--- src/rtl/rfseq_pkg.sv ---
package rfseq_pkg;
  typedef enum logic [2:0] {
    ST_OFF    = 3'd0,
    ST_PWRUP  = 3'd1,
    ST_PROG   = 3'd2,
    ST_SETTLE = 3'd3,
    ST_TX_PRE = 3'd4,
    ST_TX_MOD = 3'd5,
    ST_RX_ACT = 3'd6
  } seq_state_t;
endpackage

--- src/rtl/rfseq_timer.sv ---
module rfseq_timer #(
  parameter int W = 12
) (
  input  logic         clk,
  input  logic         rst,
  input  logic         load,
  input  logic [W-1:0] val,
  output logic         zero
);
  logic [W-1:0] cnt_q;

  always_ff @(posedge clk) begin
    if (rst)                cnt_q <= '0;
    else if (load)          cnt_q <= val;
    else if (cnt_q != '0)   cnt_q <= cnt_q - 1'b1;
  end

  assign zero = (cnt_q == '0);

  // counter never wraps: once at zero it stays there until reloaded
  p_no_wrap_r2: assert property (@(posedge clk) disable iff (rst)
    (zero && !load) |=> zero);
endmodule

--- src/rtl/rfseq_shifter.sv ---
module rfseq_shifter #(
  parameter int CFG_W    = 25,
  parameter int HALF_CYC = 2,
  localparam int BW  = $clog2(CFG_W + 1),
  localparam int HCW = (HALF_CYC > 1) ? $clog2(HALF_CYC) : 1
) (
  input  logic             clk,
  input  logic             rst,
  input  logic             go,
  input  logic [BW-1:0]    nbits,
  input  logic [CFG_W-1:0] word,
  output logic             sclk,
  output logic             sdata,
  output logic             sen,
  output logic             fin
);
  logic [CFG_W-1:0] sh_q;
  logic [BW-1:0]    left_q;
  logic [HCW-1:0]   ph_q;
  logic             sclk_q, sen_q;

  always_ff @(posedge clk) begin
    if (rst) begin
      sh_q   <= '0;
      left_q <= '0;
      ph_q   <= '0;
      sclk_q <= 1'b0;
      sen_q  <= 1'b0;
    end else if (go) begin
      // left-align the active bits so the MSB of the word leaves first
      sh_q   <= word << (CFG_W - int'(nbits));
      left_q <= nbits;
      ph_q   <= HCW'(HALF_CYC - 1);
      sclk_q <= 1'b0;
      sen_q  <= 1'b1;
    end else if (sen_q) begin
      if (ph_q == '0) begin
        ph_q <= HCW'(HALF_CYC - 1);
        if (!sclk_q) begin
          sclk_q <= 1'b1;
        end else begin
          sclk_q <= 1'b0;
          left_q <= left_q - 1'b1;
          if (left_q == BW'(1)) begin
            sen_q <= 1'b0;
            sh_q  <= '0;
          end else begin
            sh_q <= sh_q << 1;
          end
        end
      end else begin
        ph_q <= ph_q - 1'b1;
      end
    end
  end

  assign sclk  = sclk_q;
  assign sdata = sh_q[CFG_W-1];
  assign sen   = sen_q;
  assign fin   = sen_q && sclk_q && (ph_q == '0) && (left_q == BW'(1));

  // data may only move on the falling edge of the programming clock
  p_data_hold_r3: assert property (@(posedge clk) disable iff (rst)
    (sclk_q && $past(sclk_q)) |-> $stable(sh_q[CFG_W-1]));
  // the clock only toggles while enable is asserted
  p_clk_in_frame_r3: assert property (@(posedge clk) disable iff (rst)
    sclk_q |-> sen_q);
endmodule

--- src/rtl/rf_burst_sequencer.sv ---
module rf_burst_sequencer
  import rfseq_pkg::*;
#(
  parameter int CFG_W         = 25,
  parameter int TX_BITS       = 16,
  parameter int RX_BITS       = 25,
  parameter int HALF_CYC      = 2,
  parameter int PWRUP_CYC     = 553,
  parameter int TX_SETTLE_CYC = 2765,
  parameter int RX_SETTLE_CYC = 2074,
  parameter int MOD_DELAY_CYC = 692
) (
  input  logic             clk,
  input  logic             rst,
  input  logic             start_tx,
  input  logic             start_rx,
  input  logic [CFG_W-1:0] cfg_word,
  input  logic             burst_end,
  output logic             pwr_reg,
  output logic             pwr_trx,
  output logic             prog_clk,
  output logic             prog_data,
  output logic             prog_en,
  output logic             tx_on,
  output logic             rx_on,
  output logic             ole_n,
  output logic             data_ready,
  output logic             done
);
  localparam int M1   = (PWRUP_CYC > TX_SETTLE_CYC) ? PWRUP_CYC : TX_SETTLE_CYC;
  localparam int M2   = (RX_SETTLE_CYC > MOD_DELAY_CYC) ? RX_SETTLE_CYC : MOD_DELAY_CYC;
  localparam int MAXC = (M1 > M2) ? M1 : M2;
  localparam int TW   = $clog2(MAXC + 1);
  localparam int BW   = $clog2(CFG_W + 1);

  seq_state_t       state_q, state_d;
  logic             mode_tx_q;
  logic [CFG_W-1:0] cfg_q;
  logic             tload, tzero, go, fin, accept;
  logic [TW-1:0]    tval;
  logic             pwr_q, tx_q, rx_q, ole_q, rdy_q, done_q;

  rfseq_timer #(.W(TW)) u_timer (
    .clk(clk), .rst(rst), .load(tload), .val(tval), .zero(tzero)
  );

  rfseq_shifter #(.CFG_W(CFG_W), .HALF_CYC(HALF_CYC)) u_shift (
    .clk(clk), .rst(rst), .go(go),
    .nbits(mode_tx_q ? BW'(TX_BITS) : BW'(RX_BITS)),
    .word(cfg_q),
    .sclk(prog_clk), .sdata(prog_data), .sen(prog_en), .fin(fin)
  );

  always_comb begin
    state_d = state_q;
    tload   = 1'b0;
    tval    = '0;
    go      = 1'b0;
    accept  = 1'b0;
    case (state_q)
      ST_OFF: if (start_tx || start_rx) begin
        state_d = ST_PWRUP;
        accept  = 1'b1;
        tload   = 1'b1;
        tval    = TW'(PWRUP_CYC - 1);
      end
      ST_PWRUP: if (tzero) begin
        state_d = ST_PROG;
        go      = 1'b1;
      end
      ST_PROG: if (fin) begin
        state_d = ST_SETTLE;
        tload   = 1'b1;
        tval    = mode_tx_q ? TW'(TX_SETTLE_CYC - 1) : TW'(RX_SETTLE_CYC - 1);
      end
      ST_SETTLE: if (tzero) begin
        if (mode_tx_q) begin
          state_d = ST_TX_PRE;
          tload   = 1'b1;
          tval    = TW'(MOD_DELAY_CYC - 1);
        end else begin
          state_d = ST_RX_ACT;
        end
      end
      ST_TX_PRE: begin
        if (burst_end)  state_d = ST_OFF;
        else if (tzero) state_d = ST_TX_MOD;
      end
      ST_TX_MOD, ST_RX_ACT: if (burst_end) state_d = ST_OFF;
      default: state_d = ST_OFF;
    endcase
  end

  always_ff @(posedge clk) begin
    if (rst) begin
      state_q   <= ST_OFF;
      mode_tx_q <= 1'b0;
      cfg_q     <= '0;
      pwr_q     <= 1'b0;
      tx_q      <= 1'b0;
      rx_q      <= 1'b0;
      ole_q     <= 1'b0;
      rdy_q     <= 1'b0;
      done_q    <= 1'b0;
    end else begin
      state_q <= state_d;
      if (accept) begin
        mode_tx_q <= start_tx;
        cfg_q     <= cfg_word;
      end
      pwr_q  <= (state_d != ST_OFF);
      tx_q   <= (state_d == ST_TX_PRE) || (state_d == ST_TX_MOD);
      rx_q   <= (state_d == ST_RX_ACT);
      ole_q  <= (state_d != ST_OFF) && (state_d != ST_TX_MOD);
      rdy_q  <= (state_q == ST_SETTLE) &&
                ((state_d == ST_TX_PRE) || (state_d == ST_RX_ACT));
      done_q <= (state_q != ST_OFF) && (state_d == ST_OFF);
    end
  end

  assign pwr_reg    = pwr_q;
  assign pwr_trx    = pwr_q;
  assign tx_on      = tx_q;
  assign rx_on      = rx_q;
  assign ole_n      = ole_q;
  assign data_ready = rdy_q;
  assign done       = done_q;

  p_prog_powered_r2: assert property (@(posedge clk) disable iff (rst)
    prog_en |-> pwr_trx);
  p_on_exclusive_r9: assert property (@(posedge clk) disable iff (rst)
    !(tx_on && rx_on));
  p_on_after_prog_r4: assert property (@(posedge clk) disable iff (rst)
    (tx_on || rx_on) |-> !prog_en);
  p_ready_at_on_r6: assert property (@(posedge clk) disable iff (rst)
    data_ready |-> $rose(tx_on || rx_on));
  p_open_loop_tx_only_r5: assert property (@(posedge clk) disable iff (rst)
    (pwr_reg && !ole_n) |-> tx_on);
  p_done_on_drop_r7: assert property (@(posedge clk) disable iff (rst)
    done |-> (!pwr_reg && !tx_on && !rx_on && $past(pwr_reg)));
  p_done_single_r7: assert property (@(posedge clk) disable iff (rst)
    done |=> !done);
  p_start_ignored_r8: assert property (@(posedge clk) disable iff (rst)
    (prog_en && $past(prog_en)) |-> $stable(mode_tx_q));
endmodule

--- config.mk ---
export PLATFORM = sky130hd
export DESIGN_NAME = rf_burst_sequencer
export DESIGN_NICKNAME = d
export VERILOG_FILES = /design/src/rtl/rfseq_pkg.sv /design/src/rtl/rfseq_timer.sv /design/src/rtl/rfseq_shifter.sv /design/src/rtl/rf_burst_sequencer.sv
export SDC_FILE = /design/constraint.sdc
export NUM_CORES = 1
export LEC_CHECK = 0
export ABC_AREA = 1
export BUFFER_PORTS_ARGS = -buffer_cell sky130_fd_sc_hd__buf_2
export CORE_ASPECT_RATIO = 0.6
export CORE_UTILIZATION = 30
export CTS_CLUSTER_SIZE = 25
export DETAILED_ROUTE_END_ITERATION = 12
export SLEW_MARGIN = 20
export SYNTH_ARGS = -nofsm -noshare
export SYNTH_HDL_FRONTEND = slang
export SYNTH_SLANG_ARGS = --single-unit
--- constraint.sdc ---
create_clock -name clk -period 4.8 [get_ports clk]
set_clock_uncertainty 0.15 [all_clocks]
set_input_delay 0.48 -clock clk [delete_from_list [all_inputs] [get_ports clk]]
set_output_delay 0.48 -clock clk [all_outputs]
set_load 0.05 [all_outputs]
==> impl_metrics.env <==
export IMPL_status="completed"
export IMPL_path_clk_slew_ns=0.06
export IMPL_cts_resized_gates=0
export IMPL_power_density_mw_per_mm2=498.5
export IMPL_grt_start_max_net_pins=45
export IMPL_postCtsHoldBufs=0
export IMPL_synth_top_area_frac=0.4339
export IMPL_seqCellArea_mm2=0.001603
export IMPL_yosysWarnings=0
export IMPL_period_minus_slack_ns=2.331
export IMPL_area_growth_pct=15.32
export IMPL_dp_hpwl_um=6546
export IMPL_clock_fmax_mhz=429.0
export IMPL_synthFlopType="dfxtp_1"
export IMPL_crit_family="simple AND/OR/NAND/NOR gates"
export IMPL_grt_pass1_vias=2973
export IMPL_synth_common_cells="114 x nand2_1, 80 x dfxtp_1, 45 x o21ai_0, 43 x nand3_1, 39 x inv_1"
export IMPL_synth_cell_area_mm2=0.003691
export IMPL_clock_path_buffers=2
export IMPL_ir_drop_uv=197.7
export IMPL_placementRows=30
export IMPL_drive_gt1_frac=0.1589
export IMPL_wl_per_cell_um=13.22
export IMPL_grt_overflow_total=0
export IMPL_synth_edf_count=0
export IMPL_worst_ep_arrival_time_ns=2.44
export IMPL_grt_use_total=0.1527
export IMPL_drcViolationCount=0
export IMPL_numCtsBuffers=9
export IMPL_syn_num_nets=539
export IMPL_cts_setup_buffers=0
export IMPL_period_share=0.4856
export IMPL_hold_class="primary input to flop"
export IMPL_yosysSeqAreaShare=0.4339
export IMPL_portBuffers=39
export IMPL_cpMaxStageDelayCell="clkinv_2"
export IMPL_final_util=0.3658
export IMPL_syn_inst=506
export IMPL_synthTopCellsByArea="dfxtp_1 43%, nand2_1 12%, o21ai_0 6.1%, nand3_1 5.8%, a21oi_1 5.2%"
export IMPL_maxCapViolations=0
export IMPL_multi_input_area_mm2=0.001755
export IMPL_start_kind="flop"
export IMPL_whs_ns=0.2395
export IMPL_cts_max_level=3
export IMPL_cts_root_buf="clkbuf_16"
export IMPL_synth_area_leader_cell="dfxtp_1"
export IMPL_clock_latency_ns=0.34
export IMPL_synth_avg_cell_area_um2=7.295
export IMPL_ios=40
export IMPL_num_nets_final=563
export IMPL_coreArea_mm2=0.01164
export IMPL_antennaDiodeCount=0
export IMPL_cp_required_ns=4.91
export IMPL_initial_core_util=0.3172
export IMPL_biggestRegsByFlops="cfg_q: 25 flops, u_shift.sh_q: 25 flops, u_timer.cnt_q: 12 flops"
export IMPL_route_antenna_remaining_nets=0
export IMPL_cpPeakStageDelay_ns=0.44
export IMPL_dr_pass1_iters=6
export IMPL_cp_max_fo=33
export IMPL_yosysUniqueCellTypes=38
export IMPL_setup_violations=0
export IMPL_synth_seq_cells=80
export IMPL_gp_congestion=0.8340
export IMPL_crit_type="flop to flop"
export IMPL_cts_num_sinks=80
export IMPL_hold_viol_final=0
export IMPL_num_vias=3344
export IMPL_yosysMostFrequentCell="nand2_1"
export IMPL_path_buf_inv=2
export IMPL_fillers=1229
export IMPL_path_cells="inv_1, ha_1, nand2_2, nor2_8, nand3_4, clkinv_2, nand2_1, a31oi_1"
export IMPL_finalWirelength_um=9185
export IMPL_drt_initial_drc_count=242
export IMPL_avgViaCountPerCell=4.812
export IMPL_rsz0062_at_grt="no"
export IMPL_cts_tree="yes"
export IMPL_slew_violations=0
export IMPL_antenna_found_initial=0
export IMPL_async_flop_share=0
export IMPL_die_h_um=87.92
export IMPL_grt_pass1_wl_um=15100
export IMPL_leakage_nw=1.714
export IMPL_setup_tns_ns=0
export IMPL_die_area_mm2=0.01277
export IMPL_endpoint_kind="flop"
export IMPL_relSlewSlack=0.3980
export IMPL_worst_slew_pin_slew_ns=0.9021
export IMPL_die_w_um=145.2
==> where the power goes <==
part	total, mW	internal [mW]	switching [mW]
Combinational	0.601	0.190	0.411
Sequential	0.839	0.760	0.0783
Clock	0.682	0.419	0.263
Total	2.12	1.37	0.752
==> path summary, 6_finish.rpt <==
check,startpoint,slack [ns],cells past startpoint,end
hold / removal,cfg_word[7],0.24,3,cfg_q[7]
hold reg to reg,cfg_q[22],0.31,2,cfg_q[22]
setup reg to reg,u_timer.cnt_q[0],2.47,8,u_shift.left_q[3]
setup / recovery,u_timer.cnt_q[0],2.47,8,u_shift.left_q[3]
==> per-layer routing <==
metal	share of wire	routed length, um	track usage
met1	0.53	4895	0.2285
met2	0.37	3399	0.2019
met3	0.082	749	0.04115
met4	0.015	141	0.06124
met5	0	0	0
==> worst reg2reg max path, delay by kind of cell (launching register included) <==
kind / cells / cell delay (ns)
fa+ha+maj: 1 / 0.21
flops: 1 / 0.31
compound gates: 1 / 0.20
simple gates: 4 / 0.84
buf+inv: 2 / 0.54
==> cell type report <==
type                    count  area share
well taps                 160     0.04703
clock inverters             2    0.009112
inverters                  51     0.04586
clock buffers              14     0.05967
repair buffers             41     0.04938
flip-flops and latches     80      0.3765
multi-input cells         347      0.4124
==> cells by family (layout without fill, tap and decap cells) <==
family | count (synthesis) | count (layout) | synth area share
AO/OA/AOI/OAI | 119 | 119 | 0.1749
XOR/XNOR | 10 | 10 | 0.02373
adder cells (fa/ha/maj) | 3 | 3 | 0.01017
buffers and inverters | 79 | 108 | 0.09051
flip-flops | 80 | 80 | 0.4339
AND/OR/NAND/NOR | 215 | 215 | 0.2668
==> cells in the final DEF, fill, tap and decap left out, drive strengths merged <==
master | netlist | final
nand2 | 122 | 122
dfxtp | 80 | 80
o21ai | 50 | 50
inv | 49 | 49
nand3 | 45 | 45
buf | 12 | 41
a21oi | 38 | 38
nor2 | 36 | 36
a31oi | 25 | 25
clkbuf | 16 | 14
xor2 | 6 | 6
nor3 | 6 | 6
xnor2 | 4 | 4
ha | 3 | 3
clkinv | 2 | 3
or2 | 2 | 2
a211oi | 2 | 2
o211ai | 2 | 2
o31ai | 2 | 2
nand4 | 2 | 2
and2 | 1 | 1
nor4 | 1 | 1
bufinv | 0 | 1
==> per-stage QoR <==
step                instances  cell area [um2]  power (mW)  worst slack [ns]
finish                    695             4257       2.122             2.469
global route              695             4257       2.251             2.217
CTS                       695             4255       2.129             2.466
detailed placement        679             3963       1.448             2.458
global placement          679             3963       1.436             2.478
floorplan                 506             3691       1.317             2.862
Power figures use the tool's default switching activity.
